<file path="src/rtl/sct_pkg.sv">
package sct_pkg;
  typedef enum logic [1:0] {
    OUT_OK    = 2'b00,
    OUT_UNDEF = 2'b01,
    OUT_TRAP  = 2'b10
  } outcome_e;

  localparam logic [1:0] LVL0 = 2'd0;
  localparam logic [1:0] LVL1 = 2'd1;
  localparam logic [1:0] LVL2 = 2'd2;
  localparam logic [1:0] LVL3 = 2'd3;
endpackage

</file>
<file path="src/rtl/sct_access_chk.sv">
module sct_access_chk
  import sct_pkg::*;
#(
  parameter int              SEL_W    = 16,
  parameter logic [SEL_W-1:0] SEL_CODE = 16'hFF10,
  parameter int              EC_W     = 6,
  parameter logic [EC_W-1:0] TRAP_EC  = 6'h18
) (
  input  logic             valid_i,
  input  logic [1:0]       el_i,
  input  logic [SEL_W-1:0] sel_i,
  input  logic             el3_present_i,
  input  logic             ns_i,
  input  logic             sel2_en_i,
  input  logic             st_access_i,
  input  logic             off_impl_i,
  input  logic             el2_on_i,
  input  logic             off_en3_i,
  input  logic             off_en2_i,
  output outcome_e         outcome_o,
  output logic [EC_W-1:0]  trap_class_o,
  output logic             use_off_o
);
  logic off_active;
  assign off_active = off_impl_i & el2_on_i & off_en3_i & off_en2_i;

  always_comb begin
    outcome_o = OUT_OK;
    use_off_o = 1'b0;
    if (valid_i) begin
      if (sel_i != SEL_CODE) begin
        outcome_o = OUT_UNDEF;
      end else begin
        unique case (el_i)
          LVL3: outcome_o = OUT_OK;
          LVL1: begin
            if (!el3_present_i || ns_i || sel2_en_i) outcome_o = OUT_UNDEF;
            else if (!st_access_i)                   outcome_o = OUT_TRAP;
            else begin
              outcome_o = OUT_OK;
              use_off_o = off_active;
            end
          end
          default: outcome_o = OUT_UNDEF;
        endcase
      end
    end
  end

  assign trap_class_o = (outcome_o == OUT_TRAP) ? TRAP_EC : '0;
endmodule

</file>
<file path="src/rtl/sct_cmp_reg.sv">
module sct_cmp_reg #(
  parameter int CNT_W  = 64,
  parameter int VIEW_W = 32
) (
  input  logic              clk_i,
  input  logic              rst_ni,
  input  logic              wr_en_i,
  input  logic              rd_en_i,
  input  logic              ena_i,
  input  logic [VIEW_W-1:0] wdata_i,
  input  logic [CNT_W-1:0]  count_i,
  input  logic [CNT_W-1:0]  off_i,
  output logic [CNT_W-1:0]  cmp_o,
  output logic [CNT_W-1:0]  rdata_o
);
  localparam int EXT_W = CNT_W - VIEW_W;

  logic [CNT_W-1:0] cmp_q;
  logic [CNT_W-1:0] view_sx;
  logic [CNT_W-1:0] base;

  assign view_sx = {{EXT_W{wdata_i[VIEW_W-1]}}, wdata_i};
  assign base    = count_i - off_i;

  always_ff @(posedge clk_i or negedge rst_ni) begin
    if (!rst_ni)      cmp_q <= '0;
    else if (wr_en_i) cmp_q <= view_sx + base;
  end

  assign cmp_o   = cmp_q;
  assign rdata_o = (rd_en_i && ena_i) ? (cmp_q - base) : '0;


  hold_without_write_chk: assert property (@(posedge clk_i) disable iff (!rst_ni)
    !wr_en_i |=> $stable(cmp_q));

  write_relative_chk: assert property (@(posedge clk_i) disable iff (!rst_ni)
    wr_en_i |=> (cmp_q - $past(base)) == $past(view_sx));
endmodule

</file>
<file path="src/rtl/sct_cond.sv">
module sct_cond #(
  parameter int CNT_W = 64
) (
  input  logic             clk_i,
  input  logic             rst_ni,
  input  logic             ena_i,
  input  logic [CNT_W-1:0] count_i,
  input  logic [CNT_W-1:0] cmp_i,
  output logic             cond_o
);
  logic [CNT_W-1:0] diff;
  logic             cond_q;

  assign diff = count_i - cmp_i;

  always_ff @(posedge clk_i or negedge rst_ni) begin
    if (!rst_ni) cond_q <= 1'b0;
    else         cond_q <= ena_i & ~diff[CNT_W-1];
  end

  assign cond_o = cond_q;


  off_when_disabled_chk: assert property (@(posedge clk_i) disable iff (!rst_ni)
    !ena_i |=> !cond_q);

  not_before_cmp_chk: assert property (@(posedge clk_i) disable iff (!rst_ni)
    (ena_i && (count_i + 64'd1 == cmp_i)) |=> !cond_q);
endmodule

</file>
<file path="src/rtl/sec_cmp_timer.sv">
module sec_cmp_timer
  import sct_pkg::*;
#(
  parameter int               CNT_W    = 64,
  parameter int               VIEW_W   = 32,
  parameter int               SEL_W    = 16,
  parameter logic [SEL_W-1:0] SEL_CODE = 16'hFF10,
  parameter int               EC_W     = 6,
  parameter logic [EC_W-1:0]  TRAP_EC  = 6'h18
) (
  input  logic             clk_i,
  input  logic             rst_ni,
  input  logic [CNT_W-1:0] count_i,
  input  logic [CNT_W-1:0] offset_i,
  input  logic             el3_present_i,
  input  logic             ns_i,
  input  logic             sel2_en_i,
  input  logic             st_access_i,
  input  logic             off_impl_i,
  input  logic             el2_on_i,
  input  logic             off_en3_i,
  input  logic             off_en2_i,
  input  logic             ena_we_i,
  input  logic             ena_i,
  input  logic             req_valid_i,
  input  logic             req_write_i,
  input  logic [1:0]       req_el_i,
  input  logic [SEL_W-1:0] req_sel_i,
  input  logic [CNT_W-1:0] req_wdata_i,
  output logic [1:0]       outcome_o,
  output logic [EC_W-1:0]  trap_class_o,
  output logic [CNT_W-1:0] rdata_o,
  output logic             cond_o
);
  outcome_e         outcome;
  logic             use_off;
  logic             acc_ok;
  logic             ena_q;
  logic [CNT_W-1:0] cmp;
  logic [CNT_W-1:0] off_sel;
  logic             unused_wdata_hi;

  assign unused_wdata_hi = ^req_wdata_i[CNT_W-1:VIEW_W];

  sct_access_chk #(
    .SEL_W(SEL_W), .SEL_CODE(SEL_CODE), .EC_W(EC_W), .TRAP_EC(TRAP_EC)
  ) u_chk (
    .valid_i      (req_valid_i),
    .el_i         (req_el_i),
    .sel_i        (req_sel_i),
    .el3_present_i(el3_present_i),
    .ns_i         (ns_i),
    .sel2_en_i    (sel2_en_i),
    .st_access_i  (st_access_i),
    .off_impl_i   (off_impl_i),
    .el2_on_i     (el2_on_i),
    .off_en3_i    (off_en3_i),
    .off_en2_i    (off_en2_i),
    .outcome_o    (outcome),
    .trap_class_o (trap_class_o),
    .use_off_o    (use_off)
  );

  assign acc_ok  = req_valid_i && (outcome == OUT_OK);
  assign off_sel = use_off ? offset_i : '0;

  always_ff @(posedge clk_i or negedge rst_ni) begin
    if (!rst_ni)       ena_q <= 1'b0;
    else if (ena_we_i) ena_q <= ena_i;
  end

  sct_cmp_reg #(.CNT_W(CNT_W), .VIEW_W(VIEW_W)) u_cmp (
    .clk_i  (clk_i),
    .rst_ni (rst_ni),
    .wr_en_i(acc_ok && req_write_i),
    .rd_en_i(acc_ok && !req_write_i),
    .ena_i  (ena_q),
    .wdata_i(req_wdata_i[VIEW_W-1:0]),
    .count_i(count_i),
    .off_i  (off_sel),
    .cmp_o  (cmp),
    .rdata_o(rdata_o)
  );

  sct_cond #(.CNT_W(CNT_W)) u_cond (
    .clk_i  (clk_i),
    .rst_ni (rst_ni),
    .ena_i  (ena_q),
    .count_i(count_i),
    .cmp_i  (cmp),
    .cond_o (cond_o)
  );

  assign outcome_o = outcome;


  low_levels_undef_chk: assert property (@(posedge clk_i) disable iff (!rst_ni)
    (req_valid_i && (req_el_i == LVL0 || req_el_i == LVL2)) |-> outcome_o == OUT_UNDEF);

  trap_class_chk: assert property (@(posedge clk_i) disable iff (!rst_ni)
    (outcome_o == OUT_TRAP) == (trap_class_o == TRAP_EC));

  reject_no_data_chk: assert property (@(posedge clk_i) disable iff (!rst_ni)
    (outcome_o != OUT_OK) |-> rdata_o == '0);

  outcome_code_chk: assert property (@(posedge clk_i) disable iff (!rst_ni)
    $onehot0(outcome_o));

  el3_no_offset_chk: assert property (@(posedge clk_i) disable iff (!rst_ni)
    (req_el_i == LVL3) |-> !use_off);
endmodule

</file>
<file path="config.mk">
export PLATFORM = sky130hd
export DESIGN_NAME = sec_cmp_timer
export DESIGN_NICKNAME = d
export VERILOG_FILES = /design/src/rtl/sct_pkg.sv /design/src/rtl/sct_access_chk.sv /design/src/rtl/sct_cmp_reg.sv /design/src/rtl/sct_cond.sv /design/src/rtl/sec_cmp_timer.sv
export SDC_FILE = /design/constraint.sdc
export NUM_CORES = 1
export LEC_CHECK = 0
export ABC_AREA = 0
export BUFFER_PORTS_ARGS = -buffer_cell sky130_fd_sc_hd__buf_2
export CAP_MARGIN = 20
export CORE_MARGIN = 8
export CORE_UTILIZATION = 55
export DETAILED_ROUTE_END_ITERATION = 6
export GPL_TIMING_DRIVEN = 1
export HOLD_SLACK_MARGIN = 0.02
export PLACE_DENSITY_LB_ADDON = 0.2
export SLEW_MARGIN = 40
export SYNTH_ARGS = -nofsm -noshare
export SYNTH_HDL_FRONTEND = slang
export SYNTH_HIERARCHICAL = 1
export SYNTH_SLANG_ARGS = --single-unit
export TNS_END_PERCENT = 20
</file>
<file path="constraint.sdc">
create_clock -name clk_i -period 31.9 [get_ports clk_i]
set_input_delay 7.975 -clock clk_i [delete_from_list [all_inputs] [get_ports clk_i]]
set_output_delay 7.975 -clock clk_i [all_outputs]
set_load 0.02 [all_outputs]
</file>
# --- Word-level counts from Yosys, hierarchy flattened ---
# Cells that the tools add are included.
classes:
  addsub: 4
  n_eq_ne: 4
  mux: 13
  n_bitwise: 5
  reduce_logical: 9
ops:
  columns: ["cell", "count"]
  rows:
  - ["$sub 64x64->64", 3]
  - ["$mux 64", 2]
  - ["$add 64x64->64", 1]
  - ["$ne 16x16->1 const B", 1]
  - ["$mux 2", 4]
  - ["$mux 1", 5]
  - ["$mux 5", 1]
  - ["$and 1x1->1", 4]
  - ["$eq 2x2->1 const B", 2]
  - ["$logic_and 1x1->1", 4]
  - ["$pmux 2 s2", 1]
  - ["$eq 2x1->1 const B", 1]
  - ["$logic_not 1->1", 2]
  - ["$logic_not 2->1", 1]
  - ["$logic_or 1x1->1", 2]
  - ["$not 1->1", 1]
word_totals:
  regBits: 66
  input_bits: 224
  output_inout_bits: 73
  word_cells: 38

# --- Logic depth before layout (Yosys ltp) ---
logic_depth:
  ltp_word: 12
  ltp_mapped: 32

# --- Cells and area by module ---
# The synthesis kept the hierarchy.
modules_own_cells:
  columns: ["mod", "instances", "cells_per_inst", "area_each_um2"]
  rows:
  - ["sct_cmp_reg", 1, 1970, 14217.4]
  - ["sct_cond", 1, 222, 1639.1]
  - ["sec_cmp_timer", 1, 74, 565.5]
  - ["sct_access_chk", 1, 22, 175.2]

# --- Worst setup path before layout ---
# Ideal clock, no wire load.
synth_timing:
  path_kind: "input-to-output"
  start: "input ns_i"
  end: "output rdata_o[63]"
  arrival_ns: 14.446
  slack_ns: 9.479
  stages: 28
  cell_sequence: "nor3b_1 -> nand4b_1 -> nor4_2 -> clkbuf_2 -> and2_2 -> inv_1 -> ha_1 -> a21o_1 -> a21o_1 -> a21o_1 -> or4_1 -> o22a_1 -> a31oi_1 -> o2111a_1 -> or2_1 -> mux2_1 -> a2111oi_0 -> ha_1 -> clkbuf_1 -> a21o_1 -> a21o_1 -> a21oi_1 -> o41a_1 -> o21ai_0 -> a21oi_1 -> nor2_1 -> or4_1 -> a21oi_1"
synth_via:
  word_cells_on_any_way: 18
  classes_between: "2 x add/sub; 10 x mux; 6 x reduce/logical"
synth_rtl:
  columns: ["element", "line_no", "rtl"]
  rows:
  - ["from (decl)", "sec_cmp_timer.sv:16", "input logic ns_i,"]
  - ["$logic_or 1x1->1 (2 in a row)", "sct_access_chk.sv:37", "if (!el3_present_i || ns_i || sel2_en_i) outcome_o = OUT_UNDEF;"]
  - ["$mux 1", "sct_access_chk.sv:37", null]
  - ["$mux 1", "sct_access_chk.sv:34", "unique case (el_i)"]
  - ["$mux 1", "sct_access_chk.sv:31", "if (sel_i != SEL_CODE) begin"]
  - ["$mux 1", "sct_access_chk.sv:30", "if (valid_i) begin"]
  - ["via use_off", "sec_cmp_timer.sv:36", "logic use_off;"]
  - ["$mux 64", "sec_cmp_timer.sv:65", "assign off_sel = use_off ? offset_i : '0;"]
  - ["via off_sel[19]", "sec_cmp_timer.sv:40", "logic [CNT_W-1:0] off_sel;"]
  - ["$sub 64x64->64", "sct_cmp_reg.sv:23", "assign base = count_i - off_i;"]
  - ["$sub 64x64->64", "sct_cmp_reg.sv:31", "assign rdata_o = (rd_en_i && ena_i) ? (cmp_q - base) : '0;"]
  - ["$mux 64", "sct_cmp_reg.sv:31", null]
  - ["to (decl)", "sec_cmp_timer.sv:32", "output logic [CNT_W-1:0] rdata_o,"]
# The timed path passes the listed nets, and every way through them passes these cells.

# --- Worst setup path after layout ---
# Same ends and word-level chain as after synthesis.

==> impl_metrics.env <==
export IMPL_outcome="complete, no violations"
export IMPL_rsz0062_at_grt="false"
export IMPL_tightest_slew_ps=756
export IMPL_min_from="u_cmp/cmp_o[18]"
export IMPL_netlist_top_cell_by_area="ha_1"
export IMPL_grt_first_pass_wirelength_mm=85.9
export IMPL_gp_congestion=0.997
export IMPL_cp_start_kind="primary input"
export IMPL_finalHoldViolCount=0
export IMPL_crit_family="compound AO/OA/AOI/OAI gates"
export IMPL_cts_resized=0
export IMPL_synth_area_sq_um=16600
export IMPL_hold_depth=1
export IMPL_firstDrtPassIters=7
export IMPL_worstHoldPathType="reg -> reg"
export IMPL_async_flop_share_pct=100
export IMPL_fillers=2896
export IMPL_critical_path_buf_inv_count=6
export IMPL_die_x_um=190
export IMPL_ant_nets=0
export IMPL_critPathMaxFanout=64
export IMPL_drive_gt1_share_pct=17.8
export IMPL_h_tree_depth=3
export IMPL_vias=17400
export IMPL_grt_pass1_vias=16700
export IMPL_drc=0
export IMPL_fp_coreArea_sq_um=29700
export IMPL_start_util_pct=55.9
export IMPL_reg2regPathDepth=9
export IMPL_antennaDiodeCount=0
export IMPL_max_freq_ghz=0.0417
export IMPL_clock_sinks=66
export IMPL_reg2reg_slack_ps=28900
export IMPL_ys_ff_latch=66
export IMPL_num_io_pins=297
export IMPL_antenna_found_initial=0
export IMPL_grt_overflow_total=0
export IMPL_nNetsFinal=2951
export IMPL_postSynthCellCount=2288
export IMPL_post_dp_hpwl_mm=45.6
export IMPL_cp_required_ps=23930
export IMPL_hold_buffers=0
export IMPL_io_buffers=260
export IMPL_path_common_cell="a21oi_1"
export IMPL_ir_drop_mv=0.0335
export IMPL_cp_arrival_ps=15980
export IMPL_initialDrtViolationCount=1255
export IMPL_ys_seq_area_share_pct=9.95
export IMPL_clk_path_buf_depth=2
export IMPL_worst_skew_pair_late_latency_ps=350
export IMPL_area_growth_pct=10.8
export IMPL_dieArea_sq_um=36000
export IMPL_die_h_um=190
export IMPL_setup_tns_ps=0
export IMPL_skew_ps=6.55
export IMPL_setup_viol=0
export IMPL_viasPerCell=6.07
export IMPL_cts_tree="built"
export IMPL_fp_row_count=63
export IMPL_wire_per_inst_um=18.9
export IMPL_synth_top_area_share_pct=18.9
export IMPL_reg2reg_from="u_cmp/cmp_o[61]"
export IMPL_leakage_uw=0.00906
export IMPL_maxCapViolations=0
export IMPL_maxSlewViolCount=0
export IMPL_synth_warning_count=6
export IMPL_clock_root_buffer="clkbuf_16"
export IMPL_syn_avg_cell_area_sq_um=7.25
export IMPL_synth_most_common_cell="ha_1"
export IMPL_clkTransAtPathRegs_ps=60
export IMPL_slowest_delay_ps=550
export IMPL_synth_area_leaders="ha_1 19%, dfrtp_1 10%, a21oi_1 7.2%"
export IMPL_cp_slowest_cell="o31ai_1"
export IMPL_grt_usage_pct=28.9
export IMPL_fin_crit_ps=23950
export IMPL_wl_mm=54.1
export IMPL_place_inst=2852
export IMPL_postCtsSetupBuffers=0
export IMPL_synthTopCellsByCount="251 x ha_1, 238 x a21oi_1, 230 x inv_1"
export IMPL_reg2reg_to="u_cond/cond_o"
export IMPL_synth_cell_type_count=97
export IMPL_worstSetupEndpointType="primary output"
export IMPL_grt_max_degree=79
export IMPL_max_slew_margin_rel_pct=49.6
export IMPL_synth_edff_count=0
export IMPL_cts_made_buffers=9
export IMPL_finalNonFillerCells=2868
export IMPL_synth_flop_cell="dfrtp_1"
export IMPL_criticalPathCategory="in -> out"
export IMPL_period_share_pct=75.1
export IMPL_power_density_nw_per_um2=61.8
export IMPL_holdPathEnd="u_cmp/cmp_o[18]"
==> report_power, final <==
group,switching (uW),internal (uW)
Sequential,40.1,122
Combinational,510,356
Clock,45.3,62.8
==> kinds of logic after synthesis <==
kind of cell    share of synthesized area (%)
other cells                            0.0226
fa+ha+maj                                19.3
mux                                      3.98
buf+inv                                  7.52
simple gates                             20.9
flops                                    9.95
xor+xnor                                 9.98
compound gates                           28.4
==> per-stage QoR <==
| stage | total power (uW) | hold WS (ps) | area (sq um) | worst slack [ps] | utilization, % |
|---|---|---|---|---|---|
| floorplan | 790 | 510 | 16600 | 9480 | - |
| global placement | 994 | 530 | 18100 | 8210 | 60.9 |
| detailed placement | 1010 | 530 | 18100 | 8140 | 60.9 |
| CTS | 1120 | 547 | 18400 | 8090 | 61.9 |
| global route | 1240 | 566 | 18400 | 7220 | 61.9 |
| finish | 1140 | 544 | 18400 | 7950 | 61.9 |
==> routing by layer <==
| layer | GRT usage [%] | wire length (um) | vias to the layer above |
|---|---|---|---|
| met5 | 0 | 0 | - |
| met4 | 10.5 | 1930 | 0 |
| met3 | 3.70 | 3600 | 107 |
| met2 | 49.2 | 25100 | 645 |
| met1 | 37.1 | 23500 | 8113 |
| li1 | - | - | 8538 |
==> cells in the final DEF (no fill, tap or decap), types with 9 or more instances in the layout <==
| cell | n |
|---|---|
| nand2b_1 | 27 |
| a211oi_1 | 14 |
| and3_1 | 19 |
| o21ai_1 | 10 |
| o211ai_1 | 16 |
| and4_1 | 12 |
| and2_1 | 10 |
| nor2b_1 | 28 |
| xnor2_1 | 103 |
| clkbuf_16 | 9 |
| o31ai_1 | 16 |
| o21a_1 | 25 |
| dfrtp_1 | 66 |
| ha_1 | 251 |
| a21oi_1 | 238 |
| a31oi_1 | 30 |
| o21bai_1 | 36 |
| and2_2 | 64 |
| nor3_1 | 36 |
| nor2_1 | 176 |
| o21ai_0 | 113 |
| nand4_1 | 42 |
| nand3_1 | 52 |
| a21o_1 | 139 |
| xor2_1 | 81 |
| inv_1 | 230 |
| nand2_1 | 157 |
| buf_2 | 260 |
| mux2_2 | 55 |
==> registers in the layout, indices dropped and copies added, names as in the netlist <==
| signal | cells |
|---|---|
| ena_q | 1 |
| u_cmp/cmp_o | 64 |
| u_cond/cond_o | 1 |
==> layout make-up <==
class,count,area (sq um),share of cell area [%]
multi-input combinational,1900,13700,74.7
timing repair buffer,266,1350,7.36
clock inverter,6,66.3,0.360
inverter,230,863,4.69
clock buffer,10,239,1.30
sequential,66,1650,8.98
tap,390,488,2.65
==> worst max-delay path by stage <==
stage / start / endpoint / cells past startpoint
finish: ns_i / rdata_o[63] / 32
global route: ns_i / rdata_o[63] / 32
CTS: ns_i / rdata_o[63] / 32
detailed placement: ns_i / rdata_o[63] / 32
global placement: ns_i / rdata_o[63] / 32
floorplan: ns_i / rdata_o[63] / 28
Note: power is estimated with default switching activity, not from simulation.
